$ cat config.mk
export PLATFORM = sky130hd
export DESIGN_NAME = sleep_gate_ctrl
export DESIGN_NICKNAME = d
export VERILOG_FILES = /design/src/rtl/sgc_pkg.sv /design/src/rtl/sgc_domain_map.sv /design/src/rtl/sgc_level_qual.sv /design/src/rtl/sgc_wake_seq.sv /design/src/rtl/sleep_gate_ctrl.sv
export SDC_FILE = /design/constraint.sdc
export NUM_CORES = 1
export LEC_CHECK = 0
export CAP_MARGIN = 30
export CELL_PAD_IN_SITES_DETAIL_PLACEMENT = 1
export CELL_PAD_IN_SITES_GLOBAL_PLACEMENT = 1
export CORE_MARGIN = 2
export CORE_UTILIZATION = 45
export CTS_CLUSTER_DIAMETER = 100
export DETAILED_ROUTE_END_ITERATION = 8
export DONT_BUFFER_PORTS = 1
export PLACE_DENSITY_LB_ADDON = 0.1
export SYNTH_ARGS = -nofsm -noshare
export SYNTH_HDL_FRONTEND = slang
export SYNTH_HIERARCHICAL = 1
export SYNTH_SLANG_ARGS = --single-unit
$ cat constraint.sdc
create_clock -name clk -period 3.13 [get_ports clk]
set_input_delay 0.626 -clock clk [delete_from_list [all_inputs] [get_ports clk]]
set_output_delay 0.626 -clock clk [all_outputs]
set_load 0.01 [all_outputs]
$ cat src/rtl/sgc_pkg.sv
// Shared types for the sleep-mode clock-gating controller.
// Assumes mode select 2'b11 means Standby only with a crystal source configured.
package sgc_pkg;

    localparam int NSRC   = 6;
    localparam int W_LVL  = 0;
    localparam int W_PIN  = 1;
    localparam int W_SER  = 2;
    localparam int W_EE   = 3;
    localparam int W_ADC  = 4;
    localparam int W_IO   = 5;

    typedef enum logic [1:0] {
        M_IDLE  = 2'd0,
        M_ADCNR = 2'd1,
        M_PDOWN = 2'd2,
        M_STBY  = 2'd3
    } sleep_mode_e;

    typedef enum logic [2:0] {
        S_AWAKE   = 3'd0,
        S_SLEEP   = 3'd1,
        S_STARTUP = 3'd2,
        S_RESYNC  = 3'd3,
        S_RESUME  = 3'd4
    } seq_state_e;

    typedef struct packed {
        logic cpu;
        logic flash;
        logic io;
        logic adc;
        logic osc;
    } clk_en_t;

    // Map the raw select and crystal flag onto a sleep mode
    function automatic sleep_mode_e decode_mode(input logic [1:0] sel, input logic xtal);
        case (sel)
            2'b00:   return M_IDLE;
            2'b01:   return M_ADCNR;
            2'b10:   return M_PDOWN;
            default: return xtal ? M_STBY : M_PDOWN;
        endcase
    endfunction

endpackage

$ cat src/rtl/sgc_domain_map.sv
// Per-mode clock domain enables and wake-source mask.
// Assumes gated is high only while the core sleeps or waits to resume, and
// osc_restart is high only during the oscillator start-up wait after Power-down.
module sgc_domain_map
    import sgc_pkg::*;
(
    input  sleep_mode_e     mode,
    input  logic            gated,
    input  logic            osc_restart,
    output clk_en_t         en,
    output logic [NSRC-1:0] wake_mask,
    output logic            deep
);

    // Choose running domains for the current sleep phase
    always_comb begin
        en = '1;
        if (gated) begin
            case (mode)
                M_IDLE:  en = '{cpu: 1'b0, flash: 1'b0, io: 1'b1, adc: 1'b1, osc: 1'b1};
                M_ADCNR: en = '{cpu: 1'b0, flash: 1'b0, io: 1'b0, adc: 1'b1, osc: 1'b1};
                M_PDOWN: en = '{cpu: 1'b0, flash: 1'b0, io: 1'b0, adc: 1'b0, osc: osc_restart};
                default: en = '{cpu: 1'b0, flash: 1'b0, io: 1'b0, adc: 1'b0, osc: 1'b1};
            endcase
        end
    end

    // Choose accepted wake sources for the latched mode
    always_comb begin
        wake_mask = '0;
        wake_mask[W_LVL] = 1'b1;
        wake_mask[W_PIN] = 1'b1;
        wake_mask[W_SER] = 1'b1;
        if (mode == M_IDLE || mode == M_ADCNR) begin
            wake_mask[W_EE]  = 1'b1;
            wake_mask[W_ADC] = 1'b1;
        end
        if (mode == M_IDLE) begin
            wake_mask[W_IO] = 1'b1;
        end
    end

    assign deep = (mode == M_PDOWN) || (mode == M_STBY);

endmodule

$ cat src/rtl/sgc_level_qual.sv
// Two-sample qualifier for a level wake-up, sampled on slow oscillator ticks.
// Assumes tick is a one-cycle pulse synchronous to clk; clr wins over tick.
module sgc_level_qual (
    input  logic clk,
    input  logic rst_n,
    input  logic clr,
    input  logic tick,
    input  logic lvl,
    output logic qual
);

    logic samp_a;
    logic samp_b;

    // Shift the level through two slow-tick samples, flushed on sleep entry
    always_ff @(posedge clk) begin
        if (!rst_n || clr) begin
            samp_a <= 1'b0;
            samp_b <= 1'b0;
        end else if (tick) begin
            samp_a <= lvl;
            samp_b <= samp_a;
        end
    end

    assign qual = samp_a & samp_b;

    assert_two_samples_R8: assert property (@(posedge clk) disable iff (!rst_n)
        $rose(qual) |-> ($past(tick) && $past(lvl)));

    assert_clear_on_entry_R9: assert property (@(posedge clk) disable iff (!rst_n)
        clr |=> !qual);

endmodule

$ cat src/rtl/sgc_wake_seq.sv
// Sleep/wake sequencer: latches the mode, waits for a wake, then counts either
// oscillator start-up ticks (Power-down) or main-clock cycles (Standby).
// Assumes wake is already masked and qualified for the latched mode.
module sgc_wake_seq
    import sgc_pkg::*;
#(
    parameter int STBY_CYC      = 6,
    parameter int STARTUP_TICKS = 4
) (
    input  logic        clk,
    input  logic        rst_n,
    input  logic        sleep_req,
    input  sleep_mode_e mode_in,
    input  logic        tick,
    input  logic        wake,
    output sleep_mode_e mode_q,
    output seq_state_e  state,
    output logic        entry,
    output logic        resume
);

    localparam int CMAX  = (STBY_CYC > STARTUP_TICKS) ? STBY_CYC : STARTUP_TICKS;
    localparam int CNT_W = $clog2(CMAX + 1);

    logic [CNT_W-1:0] cnt;

    // Advance the sleep sequence and its wait counter
    always_ff @(posedge clk) begin
        if (!rst_n) begin
            state  <= S_AWAKE;
            mode_q <= M_IDLE;
            cnt    <= '0;
        end else begin
            case (state)
                S_AWAKE: if (sleep_req) begin
                    mode_q <= mode_in;
                    state  <= S_SLEEP;
                end
                S_SLEEP: if (wake) begin
                    cnt <= '0;
                    case (mode_q)
                        M_PDOWN: state <= S_STARTUP;
                        M_STBY:  state <= S_RESYNC;
                        default: state <= S_RESUME;
                    endcase
                end
                S_STARTUP: if (tick) begin
                    if (cnt == CNT_W'(STARTUP_TICKS - 1)) state <= S_RESUME;
                    else                                  cnt   <= cnt + 1'b1;
                end
                S_RESYNC: begin
                    if (cnt == CNT_W'(STBY_CYC - 1)) state <= S_RESUME;
                    else                             cnt   <= cnt + 1'b1;
                end
                default: state <= S_AWAKE;
            endcase
        end
    end

    assign entry  = (state == S_AWAKE) && sleep_req;
    assign resume = (state == S_RESUME);

    assert_resume_pulse_R12: assert property (@(posedge clk) disable iff (!rst_n)
        resume |=> (!resume && state == S_AWAKE));

    assert_stby_wait_R10: assert property (@(posedge clk) disable iff (!rst_n)
        (state == S_RESUME && $past(state) == S_RESYNC) |-> ($past(cnt) == CNT_W'(STBY_CYC - 1)));

    assert_req_ignored_R13: assert property (@(posedge clk) disable iff (!rst_n)
        (state == S_SLEEP && sleep_req && !wake) |=> (state == S_SLEEP && $stable(mode_q)));

endmodule

$ cat src/rtl/sleep_gate_ctrl.sv
// Top of the sleep-mode clock-gating controller. Decodes the request,
// qualifies deep-mode level wake-ups, masks wake sources per mode and drives
// domain, oscillator and input-buffer enables.
// Assumes clk is always on and slow_tick marks slow oscillator periods.
module sleep_gate_ctrl
    import sgc_pkg::*;
#(
    parameter int STBY_CYC      = 6,
    parameter int STARTUP_TICKS = 4
) (
    input  logic            clk,
    input  logic            rst_n,
    input  logic            sleep_req,
    input  logic [1:0]      mode_sel,
    input  logic            xtal_sel,
    input  logic            slow_tick,
    input  logic [NSRC-1:0] wake_src,
    output logic            clk_cpu_en,
    output logic            clk_flash_en,
    output logic            clk_io_en,
    output logic            clk_adc_en,
    output logic            osc_en,
    output logic            inbuf_en,
    output logic            resume,
    output logic            wake_keep
);

    sleep_mode_e     mode_q;
    seq_state_e      state;
    logic            entry;
    logic            qual;
    logic            wake;
    logic            gated;
    logic            deep;
    clk_en_t         en;
    logic [NSRC-1:0] mask;
    logic [NSRC-1:0] live;

    sgc_wake_seq #(
        .STBY_CYC      (STBY_CYC),
        .STARTUP_TICKS (STARTUP_TICKS)
    ) u_seq (
        .clk       (clk),
        .rst_n     (rst_n),
        .sleep_req (sleep_req),
        .mode_in   (decode_mode(mode_sel, xtal_sel)),
        .tick      (slow_tick),
        .wake      (wake),
        .mode_q    (mode_q),
        .state     (state),
        .entry     (entry),
        .resume    (resume)
    );

    sgc_level_qual u_qual (
        .clk   (clk),
        .rst_n (rst_n),
        .clr   (entry),
        .tick  (slow_tick),
        .lvl   (wake_src[W_LVL] | wake_src[W_PIN]),
        .qual  (qual)
    );

    assign gated = (state == S_SLEEP) || (state == S_STARTUP) || (state == S_RESYNC);

    sgc_domain_map u_map (
        .mode        (mode_q),
        .gated       (gated),
        .osc_restart (state == S_STARTUP),
        .en          (en),
        .wake_mask   (mask),
        .deep        (deep)
    );

    assign live = wake_src & mask;

    // Combine accepted sources into a wake, qualifying levels in deep modes
    always_comb begin
        if (deep) wake = qual | live[W_SER];
        else      wake = |live;
    end

    assign clk_cpu_en   = en.cpu;
    assign clk_flash_en = en.flash;
    assign clk_io_en    = en.io;
    assign clk_adc_en   = en.adc;
    assign osc_en       = en.osc;
    assign inbuf_en     = en.io | en.adc;
    assign wake_keep    = resume & (|live);

    assert_gated_cpu_off_R2: assert property (@(posedge clk) disable iff (!rst_n)
        gated |-> (!clk_cpu_en && !clk_flash_en));

    assert_pd_osc_off_R4: assert property (@(posedge clk) disable iff (!rst_n)
        (state == S_SLEEP && mode_q == M_PDOWN) |-> !osc_en);

    assert_resume_all_on_R12: assert property (@(posedge clk) disable iff (!rst_n)
        resume |-> (clk_cpu_en && clk_flash_en && clk_io_en && clk_adc_en && osc_en));

endmodule

==> results.txt, run 1 <==
* Number of buffers and inverters on the critical path: 0
- Number of DRC violations after detailed-routing iteration 0: 3
- The share of the Yosys chip area taken by registers is 0.264.
* Synth Area in Compound Gates: 0.163
- Synthesis produced 90 cells.
* Cells traversed along the worst timing path: nor2_1 > nor2_1 > o21ai_0 > or2_2
- Run status: complete, no violations
- The first detailed-routing pass ran for 4 iterations.
* Port Buffers: 0
* Number of global-route vias before repair: slightly below 600
* Leakage power summed over all cells: 0.296 nW
- Tmin final: between 2 and 2.5 ns
* Sequential share of power: 0.463
* Hold/Removal Path Class: register to register
- Final number of setup-violating endpoints: 0
* Worst path arrival time: between 1.5 and 2 ns
* Post-Syn Area: ~760 um2
* Setup repair after global routing missed its margin: no
- Area added between synthesis and finish: -0.495%
* CTS Hold Buffers Added: 0
- The completed layout was analyzed and its total power is approximately 0.00032 W.
* Final cycle utilization of the critical path: 0.767
- Top-Level Pins: 21
* Starting utilization of the core area: 0.492
- Synthesis inferred 10 register bits.
* Placeable core region: 1540 um2
- Clock Tree Buf Depth: 2
* Die extent in x: between 40 and 50 um
- Worst Setup End Kind: output pin
- For this run, the slowest stage of the critical path takes between 0.6 and 0.7 ns.
* Clock root buffer: clkbuf_4
- Dividing the detail-routed wire length by the instance count gives roughly 14 um.
- H-tree depth reported by CTS: 1
- In the post-synthesis netlist, the biggest area contributors are dfxtp_1 (26%), mux2i_1 (9.2%), buf_4 (5.0%).
* Inserted Clock Buffers: 3
- In this run the post-CTS setup repair buffer count came out at 0.
- Of all nets on the critical path, the largest fanout is 13.
* Peak ir drop on the vdd network: ~0.19 mV
- After clock tree synthesis, the repair step resized 0 gates.
- The detail route stage leaves a number of antenna-violating nets equal to 0.
* Clock transition at the register clock pins on the worst setup and hold paths after CTS: 0.07 ns
- The number of antenna diodes in the final layout is 0.
- Data required, critical path: 2.50 ns
* Fin Setup TNS: 0 ns
* Clock power frac: 0.353
- Of the total synthesized cell area, the portion taken by XOR and XNOR cells is 0.
* Clock tree from TritonCTS: built
* Share of final-layout standard cells stronger than drive strength 1: 0.184
- Dominant cell type by count on the critical path: nor2_1
- Among all stages on the critical path, the largest delay is contributed by dfxtp_1.
* MaxCap Viol Count: 0
- The initial antenna violation count was 0.
- Clock latency of the later-clocked register in the worst-skew pair: about 0.26 ns
* Wire length of the first global-routing pass: about 2.4 mm
- Pin count of the biggest net entering global routing: 15
- The worst setup path is of the register to output pin kind.
- Summed over all nets, the switching power comes to 0.0000885 W.
- The clock net in this run drives a total of 10 sinks.
* Routed wire length: between 1 and 1.5 mm
- Hold Violations, Final: 0
* Main combinational cell family by area after synthesis: simple AND/OR/NAND/NOR gates
* Total die area: between 2000 and 2500 um2
- At the end of the flow the core is filled with cells to 0.489.
* Number of different library cells in the post-synthesis netlist: 32
- Final count of pins violating max slew: 0
- Power spread over the standard cell area amounts to around 430 nW/um2.
- Cell type with the largest total area after synthesis: dfxtp_1
- Static timing analysis puts the maximum clock frequency at 417 MHz.
- Overall fraction of global-route tracks in use: 0.167
- The congestion estimate from routability-driven global placement came to 0.714.
- After global routing the overflow that remains totals 0.
* Setup skew after layout: between 0.0015 and 0.002 ns
- Counting the fill cells in the layout gives around 190.
- Of the total power, the share spent switching nets is 0.275.
* Number of synthesis warnings: 6
- Number of vias per cell after detailed routing: about 5.8
- Simple-gate portion of the synthesized area: 0.307
* Family with the most delay on the worst path: simple AND/OR/NAND/NOR gates
- The portion of synthesized area spent on multiplexers is 0.0924.
* Rows: 14
* Internal power of the cells: 0.000233 W
- Total Nets Final: ~100
- Avg Cell Area, Syn: 8.42 um2
* Critical Path Source Type: register
- Summed over all nets, the half-perimeter wirelength after detailed placement is roughly 1.2 mm.
- For this run, design rule violations remaining after detail routing come to 0.
* Share of Yosys cell area claimed by the top area cell type: 0.264
* Die outline height: 45.1 um
- Of the total synthesized cell area, the portion taken by full adders, half adders and majority gates is 0.0495.
- Proportion of power drawn by combinational gates: 0.184
- Summing over every cut layer, the via total after detailed routing is about 600.
## sequential cells by signal, indices dropped and copies added (netlist names)
register / cells
u_seq/state: 3
u_qual/samp_b: 1
u_seq/mode_q: 2
u_qual/samp_a: 1
u_seq/cnt: 3
## Yosys cell counts, drive strengths merged
master,instances
dfxtp,10
nand2,9
buf,7
mux2i,7
nor2,7
inv,6
a21oi,5
nand3,5
or2,5
a22oi,3
ha,3
a21boi,2
and2,2
clkbuf,2
nor2b,2
nor3,2
o21ai,2
and4bb,1
conb,1
nand2b,1
nand4b,1
nand4bb,1
nor3b,1
nor4b,1
o2111ai,1
o211ai,1
o21a,1
or3,1
## cells by family after synthesis
logic type | Yosys count
AND/OR/NAND/NOR | 39
AO/OA/AOI/OAI | 15
buffers and inverters | 15
flip-flops | 10
multiplexers | 7
adder cells (fa/ha/maj) | 3
other | 1
## per-stage QoR
stage	cell area [um2]	hold WS [ns]	cells	worst slack [ns]
2_1_floorplan	766	0.452	92	1.35
3_3_place_gp	718	0.465	99	1.07
3_5_place_dp	718	0.482	99	1.00
4_1_cts	754	0.488	103	0.728
5_1_grt	754	0.494	103	0.573
6_report	754	0.483	103	0.731
## cell usage in the layout, fill, tap and decap left out, drive strengths merged, types with 4 or more instances in the layout
cell type  netlist  layout
dfxtp           10      10
nand2            9       9
nor2             7       7
mux2i            7       7
inv              6       6
or2              5       5
a21oi            5       5
nand3            5       5
clkbuf           2       4
## layer usage
| layer | vias to the layer above | wire length (um) | track usage |
|---|---|---|---|
| li1 | 295 | - | - |
| met1 | 283 | 629 | 0.203 |
| met2 | 17 | 772 | 0.291 |
| met3 | 2 | 80 | 0.0240 |
| met4 | 0 | 5 | 0.0706 |
| met5 | - | 0 | 0 |
## power groups by stage
stage	Sequential, W	Combinational [W]	Clock (W)
detailed placement	0.000152	0.0000595	0
finish	0.000149	0.0000592	0.000113
floorplan	0.000143	0.0000681	0
global placement	0.000151	0.0000583	0
global route	0.000150	0.0000665	0.000126
CTS	0.000149	0.0000598	0.000118
## worst paths after layout
path,start,to,slack (ns),cells past startpoint
setup / recovery,u_seq/state[0],inbuf_en,0.73,4
setup reg to reg,u_seq/mode_q[1],u_seq/cnt[2],1.20,7
hold reg to reg,u_seq/cnt[1],u_seq/cnt[1],0.48,2
hold / removal,u_seq/cnt[1],u_seq/cnt[1],0.48,2
## worst min-delay path: stages (launching register included)
cell,delay (ns)
dfxtp_1,0.33
nand2_1,0.06
mux2i_1,0.05
## cell type report
| type | instances | area, um2 | share of cell area |
|---|---|---|---|
| inverters | 6 | 22.5 | 0.0299 |
| multi-input cells | 67 | 475 | 0.630 |
| well taps | 16 | 20.0 | 0.0265 |
| clock buffers | 4 | 36.3 | 0.0481 |
| flip-flops and latches | 10 | 200 | 0.265 |
Power figures use the tool's default switching activity.
==> inputs of run 2 (changes only) <==
--- a/config.mk
+++ b/config.mk
@@ -9,7 +9,7 @@
 export CELL_PAD_IN_SITES_DETAIL_PLACEMENT = 1
 export CELL_PAD_IN_SITES_GLOBAL_PLACEMENT = 1
 export CORE_MARGIN = 2
-export CORE_UTILIZATION = 45
+export CORE_UTILIZATION = 43
 export CTS_CLUSTER_DIAMETER = 100
 export DETAILED_ROUTE_END_ITERATION = 8
 export DONT_BUFFER_PORTS = 1
==> constraint.sdc (replaced) <==
create_clock -name clk -period 2.45 [get_ports clk]
set_input_delay 0.49 -clock clk [delete_from_list [all_inputs] [get_ports clk]]
set_output_delay 0.49 -clock clk [all_outputs]
set_load 0.01 [all_outputs]
==> results.txt, run 2 (synthesized netlist as in run 1, its figures left out) <==
- Leaving out fill and tap cells, the most frequent cell in the layout is dfxtp_1.
- Relative to the synthesized area, the layout overhead comes to 1.65%.
- Filler Cell Count: 208 (+7.2%)
- The worst setup path is captured at an output pin.
- Die outline height: 46.0 um (+2.1%)
- Global placer's final weighted congestion: 0.731 (+2.4%)
* Most used cells in the layout excluding fill and tap cells: dfxtp_1 (10), nand2_1 (9), nor2_1 (7), mux2i_1 (7), inv_1 (6)
* Number of global-route vias before repair: 571 (-2.9%)
- Port Buffers: 0 (unchanged)
- Fin Setup TNS: 0 ns (unchanged)
- The placed wire-length estimate came to 1.20 mm (-0.79%).
- Leakage power summed over all cells: 0.307 nW (+3.6%)
* Top-Level Pins: 21 (unchanged)
- The via count came to 607 (+1.7%).
- Overall fraction of global-route tracks in use: 0.167 (-0.000279)
* Sw frac: 0.287 (+0.0118)
- H-tree depth reported by CTS: 1 (unchanged)
- Post-CTS setup buffers: 0 (unchanged)
* Area after detailed placement: 734 um2 (+2.3%)
- Total Nets Final: 106 (+1.9%)
- Number of clock sinks seen by CTS: 10 (unchanged)
* MaxCap Viol Count: 0 (unchanged)
* Peak ir drop on the vdd network: 0.341 mV (+81%)
- Hold/Removal Path Class: input port to register
- Routed wire length: 1.48 mm (-0.54%)
* Congestion Overflow GR: 0 (unchanged)
- Setup slack on the worst flop-to-flop path: 0.80 ns (-0.40 ns)
- The clock-pin transition on the worst setup and hold timing paths was 0.07 ns (about the same).
- The routed via count divided by cell count came to 5.73 (-1.2%).
- Clock root buffer: clkbuf_4
- Number of antenna violations at the first check in global routing: 0 (unchanged)
* Final standard cell area without fillers: 771 um2 (+2.2%)
- The mean routed wirelength per cell is 14.0 um (-3.4%).
- Die extent in x: 46.0 um (+2.1%)
- The proportion of power drawn by the clock network came to 0.364 (+0.011).
- The arrival time at the worst endpoint came to 1.77 ns (about the same).
* Top Registers: u_seq/cnt (3), u_seq/state (3), u_seq/mode_q (2)
- The total power density per cell area was 546 nW/um2 (+28%).
- The clock period could shrink to around 2.3 ns.
* Sequential share of power: 0.439 (-0.024)
- Worst setup path class: register to output pin
- The data required time of the worst path is 1.96 ns (-0.54 ns).
- Setup repair after global routing left no endpoint under its margin.
- Hold Violations, Final: 0 (unchanged)
* Setup skew after layout: 0.00259 ns (+0.000783 ns)
- Cells resized by post-CTS repair: 0 (unchanged)
- The switching power summed over all nets is 0.000121 W (+37%).
- Pin count of the biggest net entering global routing: 14 (-1)
- The internal power summed over all cells is 0.000300 W (+29%).
* Number of DRC violations after detailed-routing iteration 0: 4 (+1)
- Final cycle utilization of the critical path: 0.922
- Starting utilization of the core area: 0.449 (-0.0430)
- The iteration count of the initial detailed-routing pass came to 4 (unchanged).
* Clock tree from TritonCTS: built
* Worst-path fanout max: 13 (unchanged)
- The number of placement rows came to 15 (+1).
* Final count of pins violating max slew: 0 (unchanged)
- Diode insertion count for antenna repair: 0 (unchanged)
* Timing-limited maximum frequency: 443 MHz
- The portion of total power attributed to combinational logic came to 0.197 (+0.013).
- The wire length of the first global-routing pass came to 2.38 mm (-2.3%).
- The area enclosed by the die boundary is 2120 um2 (+4.2%).
* Placeable core region: 1690 um2 (+9.6%)
- The number of nets with antenna violations after routing is 0 (unchanged).
* Share of final-layout standard cells stronger than drive strength 1: 0.202 (+0.0183)
* CTS Hold Buffers Added: 0 (unchanged)
* Run status: complete, no violations
* Critical Path Source Type: register
- The worst hold slack after final layout was 0.344 ns (-0.139 ns).
- The maximum buffer depth of the clock tree was 2 (unchanged).
* Inserted Clock Buffers: 3 (unchanged)
- Clock latency of the later-clocked register in the worst-skew pair: 0.27 ns (about the same)
* DRC viols: 0 (unchanged)
- Final number of setup-violating endpoints: 0 (unchanged)
[run 2: cell count changes in the layout (fill, tap and decap cells not counted), sizes merged]
cell  before  now
buf        0    2
[run 2: path summary, 6_finish.rpt]
kind                         from              end  cells past startpoint
setup / recovery   u_seq/state[0]         inbuf_en                      4
hold / removal              rst_n  u_seq/mode_q[1]                      1
setup reg to reg  u_seq/mode_q[0]     u_seq/cnt[0]                      7
hold reg to reg      u_seq/cnt[1]     u_seq/cnt[1]                      2
[run 2: critical path: stages (launching register included)]
cell	delay (ns)
dfxtp_1	0.60
nor2_1	0.10
nor2_1	0.21
o21ai_0	0.23
or2_2	0.36
[run 2: cell type report]
class	instances	area, um2	area share
sequential	10	200	0.260
inverter	6	22.5	0.0292
tap	17	21.3	0.0276
clock buffer	4	36.3	0.0471
timing repair buffer	2	15.0	0.0195
multi-input combinational	67	475	0.617
[run 2: routing by layer]
layer  routed length [um]  global-route usage
met5                    0                   0
met4                   27               0.103
met3                   91              0.0397
met2                  687               0.256
met1                  674               0.208
[run 2: stage by stage]
| stage | util | worst slack, ns | power [W] | instances |
|---|---|---|---|---|
| after detailed placement | 0.435 | 0.487 | 0.000272 | 102 |
| after floorplan | - | 0.774 | 0.000270 | 92 |
| final | 0.456 | 0.192 | 0.000421 | 106 |
| after global placement | 0.435 | 0.526 | 0.000271 | 102 |
| after CTS | 0.456 | 0.185 | 0.000428 | 106 |
| after global routing | 0.456 | 0.0910 | 0.000446 | 106 |
[run 2: power by group through the flow]
stage	clock network [W]	registers [W]	logic, W
6_report	0.000153	0.000185	0.0000831
5_1_grt	0.000166	0.000186	0.0000939
4_1_cts	0.000159	0.000185	0.0000842
3_3_place_gp	0	0.000189	0.0000825
2_1_floorplan	0	0.000183	0.0000871
3_5_place_dp	0	0.000189	0.0000838
==> inputs of run 3 (changes only) <==
--- a/config.mk
+++ b/config.mk
@@ -8,13 +8,11 @@
 export CAP_MARGIN = 30
 export CELL_PAD_IN_SITES_DETAIL_PLACEMENT = 1
 export CELL_PAD_IN_SITES_GLOBAL_PLACEMENT = 1
-export CORE_MARGIN = 2
-export CORE_UTILIZATION = 43
+export CORE_UTILIZATION = 45
 export CTS_CLUSTER_DIAMETER = 100
 export DETAILED_ROUTE_END_ITERATION = 8
 export DONT_BUFFER_PORTS = 1
 export PLACE_DENSITY_LB_ADDON = 0.1
 export SYNTH_ARGS = -nofsm -noshare
 export SYNTH_HDL_FRONTEND = slang
-export SYNTH_HIERARCHICAL = 1
 export SYNTH_SLANG_ARGS = --single-unit
==> constraint.sdc (replaced) <==
create_clock -name clk -period 2.7 [get_ports clk]
set_input_delay 0.54 -clock clk [delete_from_list [all_inputs] [get_ports clk]]
set_output_delay 0.54 -clock clk [all_outputs]
set_load 0.01 [all_outputs]
==> results.txt, run 3 <==
- The run finished with clean final reports.
- Number of antenna violations at the first check in global routing: 0 (unchanged)
- Setup repair after global routing left no endpoint under its margin.
- Area added between synthesis and finish: 0%
- Top cells by area in the synthesized netlist: dfxtp_1 (28%), mux2i_1 (11%), nand2_1 (6.7%)
* Top Registers: u_seq.cnt (3), u_seq.state (3), u_seq.mode_q (2)
* Clock latency of the later-clocked register in the worst-skew pair: 0.26 ns (about the same)
* Number of synthesis warnings: 0 (-6)
- Clock Tree Buf Depth: 2 (unchanged)
* Cell type with the largest total area after synthesis: dfxtp_1
* Fin Setup TNS: 0 ns (unchanged)
- Post-synthesis sequential element count: 10 (unchanged)
- Sequential area share after synthesis: 0.276 (+0.0123)
* Number of DRC violations after detailed-routing iteration 0: 3 (-1)
- The proportion of power drawn by the clock network came to 0.222 (-0.142).
* Final hold slack: 0.366 ns (+0.0218 ns)
* EDFF count, synth: 0 (unchanged)
- The count of filler cells inserted in the layout is 194 (-6.7%).
* Total die area: 1770 um2 (-16%)
- The number of placement rows was 14 (-1).
- The via count is 600 (-1.2%).
- The routability-driven placement congestion ratio is 0.693 (-5.1%).
- Wire length of the first global-routing pass: 2.64 mm (+11%)
* Final standard cell area without fillers: 724 um2 (-6.0%)
* HPWL reported at the end of detailed placement: 1.11 mm (-7.8%)
- The switching power summed over all nets is 0.000181 W (+50%).
- The critical path goes through or3b_4 > a31oi_1.
* Die extent in x: 42.1 um (-8.4%)
- Cells resized by post-CTS repair: 0 (unchanged)
* CTS Hold Buffers Added: 0 (unchanged)
* Avg Cell Area, Syn: 8.42 um2 (about the same)
- The min-delay analysis places its worst path in the category input port to register.
- The number of port buffers is 0 (unchanged).
- The library cell used most frequently in the layout, excluding fill and tap cells, is nand2_1.
* Most repeated cell in the gate-level netlist after synthesis: nand2_1
- Final count of pins violating max slew: 0 (unchanged)
* Clock root buffer: clkbuf_4
- The number of nets with antenna violations after routing was 0 (unchanged).
- Clock tree from TritonCTS: built
- Pin count of the biggest net entering global routing: 15 (+1)
- The smallest clock period supported by the final layout is computed as roughly 1.9 ns.
- Hold Violations, Final: 0 (unchanged)
* Area after detailed placement: 702 um2 (-4.4%)
- The switching fraction of total power came to 0.387 (+0.100).
* Average wire per cell in the routed design: 14.8 um (+5.8%)
- Cell at the slowest stage of the critical path: or3b_4
- Number of buffers and inverters on the critical path: 0 (unchanged)
- Number of clock sinks seen by CTS: 10 (unchanged)
- By count the netlist is led by nand2_1 (13), dfxtp_1 (10), nor2_1 (10).
- At the pin with the least slew margin, the transition time is 0.425 ns.
- Proportion of power drawn by combinational gates: 0.343 (+0.146)
* Power Density: 645 nW/um2 (+18%)
* Number of global-route vias before repair: 642 (+12%)
* Synthesized netlist cell count: 86 (-4.4%)
* Most used cells in the layout excluding fill and tap cells: nand2_1 (13), nor2_1 (10), dfxtp_1 (10)
* Leakage power summed over all cells: 0.309 nW (+0.51%)
* Number of different library cells in the post-synthesis netlist: 33 (+3.1%)
- The total congestion overflow was 0 (unchanged).
* Worst setup path class: register to output pin
* Worst Setup End Kind: output pin
- Diode insertion count for antenna repair: 0 (unchanged)
- Worst slew margin relative to its limit: 0.716
- Worst path arrival time: 1.32 ns (-0.45 ns)
- Most used flip-flop cell after synthesis: dfxtp_1
- Overall fraction of global-route tracks in use: 0.192 (+0.0255)
- Setup skew after layout: 0.00548 ns (+0.00290 ns)
* FFs w/ async S/R, synth: 0 (unchanged)
* Critical Path Source Type: register
- The iteration count of the initial detailed-routing pass came to 2 (-2).
- Sequential share of power: 0.436 (-0.003)
- The total routed wirelength was 1.46 mm (-1.2%).
* DRC viols: 0 (unchanged)
* Share of final-layout standard cells stronger than drive strength 1: 0.120 (-0.0818)
* Starting utilization of the core area: 0.481 (+0.0320)
- Data required, critical path: 2.16 ns (+0.20 ns)
- The kind of cell with the highest combined delay along the critical path is simple AND/OR/NAND/NOR gates.
* Top-Level Pins: 21 (unchanged)
* H-tree depth reported by CTS: 1 (unchanged)
- Number of vias per cell after detailed routing: 6.06 (+5.8%)
- Of the available clock period, the critical path in the final layout requires 0.687.
- Timing-limited maximum frequency: around 540 MHz
- Total Nets Final: 101 (-4.7%)
- The number of CTS-inserted buffers came to 3 (unchanged).
- The count of maximum capacitance violations was 0 (unchanged).
- The clock-pin transition on the worst setup and hold timing paths was 0.07 ns (about the same).
* Peak ir drop on the vdd network: 0.313 mV (-8.3%)
* Post-CTS setup buffers: 0 (unchanged)
* Post-Syn Area: 724 um2 (-4.5%)
- The maximum cell stage delay along the critical path is 0.41 ns (-0.19 ns).
- Internal power of the cells: 0.000286 W (-4.6%)
- The fraction of synthesized cell area taken by the top area cell type came to 0.276 (+0.0123).
- Net count after synthesis: 102
- Die outline height: 42.1 um (-8.4%)
- The critical-path maximum fanout is 10 (-3).
* Placeable core region: 1510 um2 (-11%)
* Final number of setup-violating endpoints: 0 (unchanged)
[run 3: cell count changes after synthesis, sizes merged, moves of 2 or more]
cell	before	now
or2	5	0
a21oi	5	3
nand3b	0	3
nand3	5	3
buf	7	5
nand2	9	13
nor2	7	10
a22oi	3	1
[run 3: per-layer routing]
layer,track usage,wire [um],up-vias
met5,0,0,-
met4,0.0875,30,0
met2,0.338,705,22
li1,-,-,293
met3,0.0388,84,6
met1,0.224,641,279
[run 3: layout make-up]
cell class	count	area [um2]	share of cell area
multi-input combinational	65	463	0.639
tap	16	20.0	0.0276
inverter	5	18.8	0.0259
clock buffer	3	22.5	0.0311
sequential	10	200	0.276
[run 3: logic make-up after synthesis]
group / synth area share
compound gates: 0.128
fa+ha+maj: 0.0518
buf+inv: 0.0846
flops: 0.276
mux: 0.111
simple gates: 0.349
[run 3: per-stage QoR]
step           power, W  instances  worst slack [ns]  utilization
2_1_floorplan  0.000362         86              1.02            -
3_3_place_gp   0.000363         96              1.01        0.466
3_5_place_dp   0.000369         96              1.00        0.466
4_1_cts        0.000472         99             0.837        0.481
5_1_grt        0.000497         99             0.713        0.481
6_report       0.000467         99             0.844        0.481
[run 3: worst paths after layout]
| kind | startpoint | endpoint | slack (ns) | depth (start not counted) |
|---|---|---|---|---|
| max | u_seq.mode_q[1] | wake_keep | 0.84 | 2 |
| min | slow_tick | u_qual.samp_a | 0.37 | 1 |
| max reg2reg | u_seq.cnt[0] | u_seq.cnt[1] | 1.10 | 6 |
| min reg2reg | u_seq.cnt[1] | u_seq.cnt[1] | 0.49 | 2 |
[run 3: power by group through the flow]
| stage | Clock (W) | Sequential, W | Combinational, W |
|---|---|---|---|
| 2_1_floorplan | 0 | 0.000174 | 0.000187 |
| 3_3_place_gp | 0 | 0.000205 | 0.000158 |
| 3_5_place_dp | 0 | 0.000207 | 0.000162 |
| 4_1_cts | 0.000106 | 0.000203 | 0.000163 |
| 5_1_grt | 0.000111 | 0.000208 | 0.000178 |
| 6_report | 0.000104 | 0.000204 | 0.000160 |
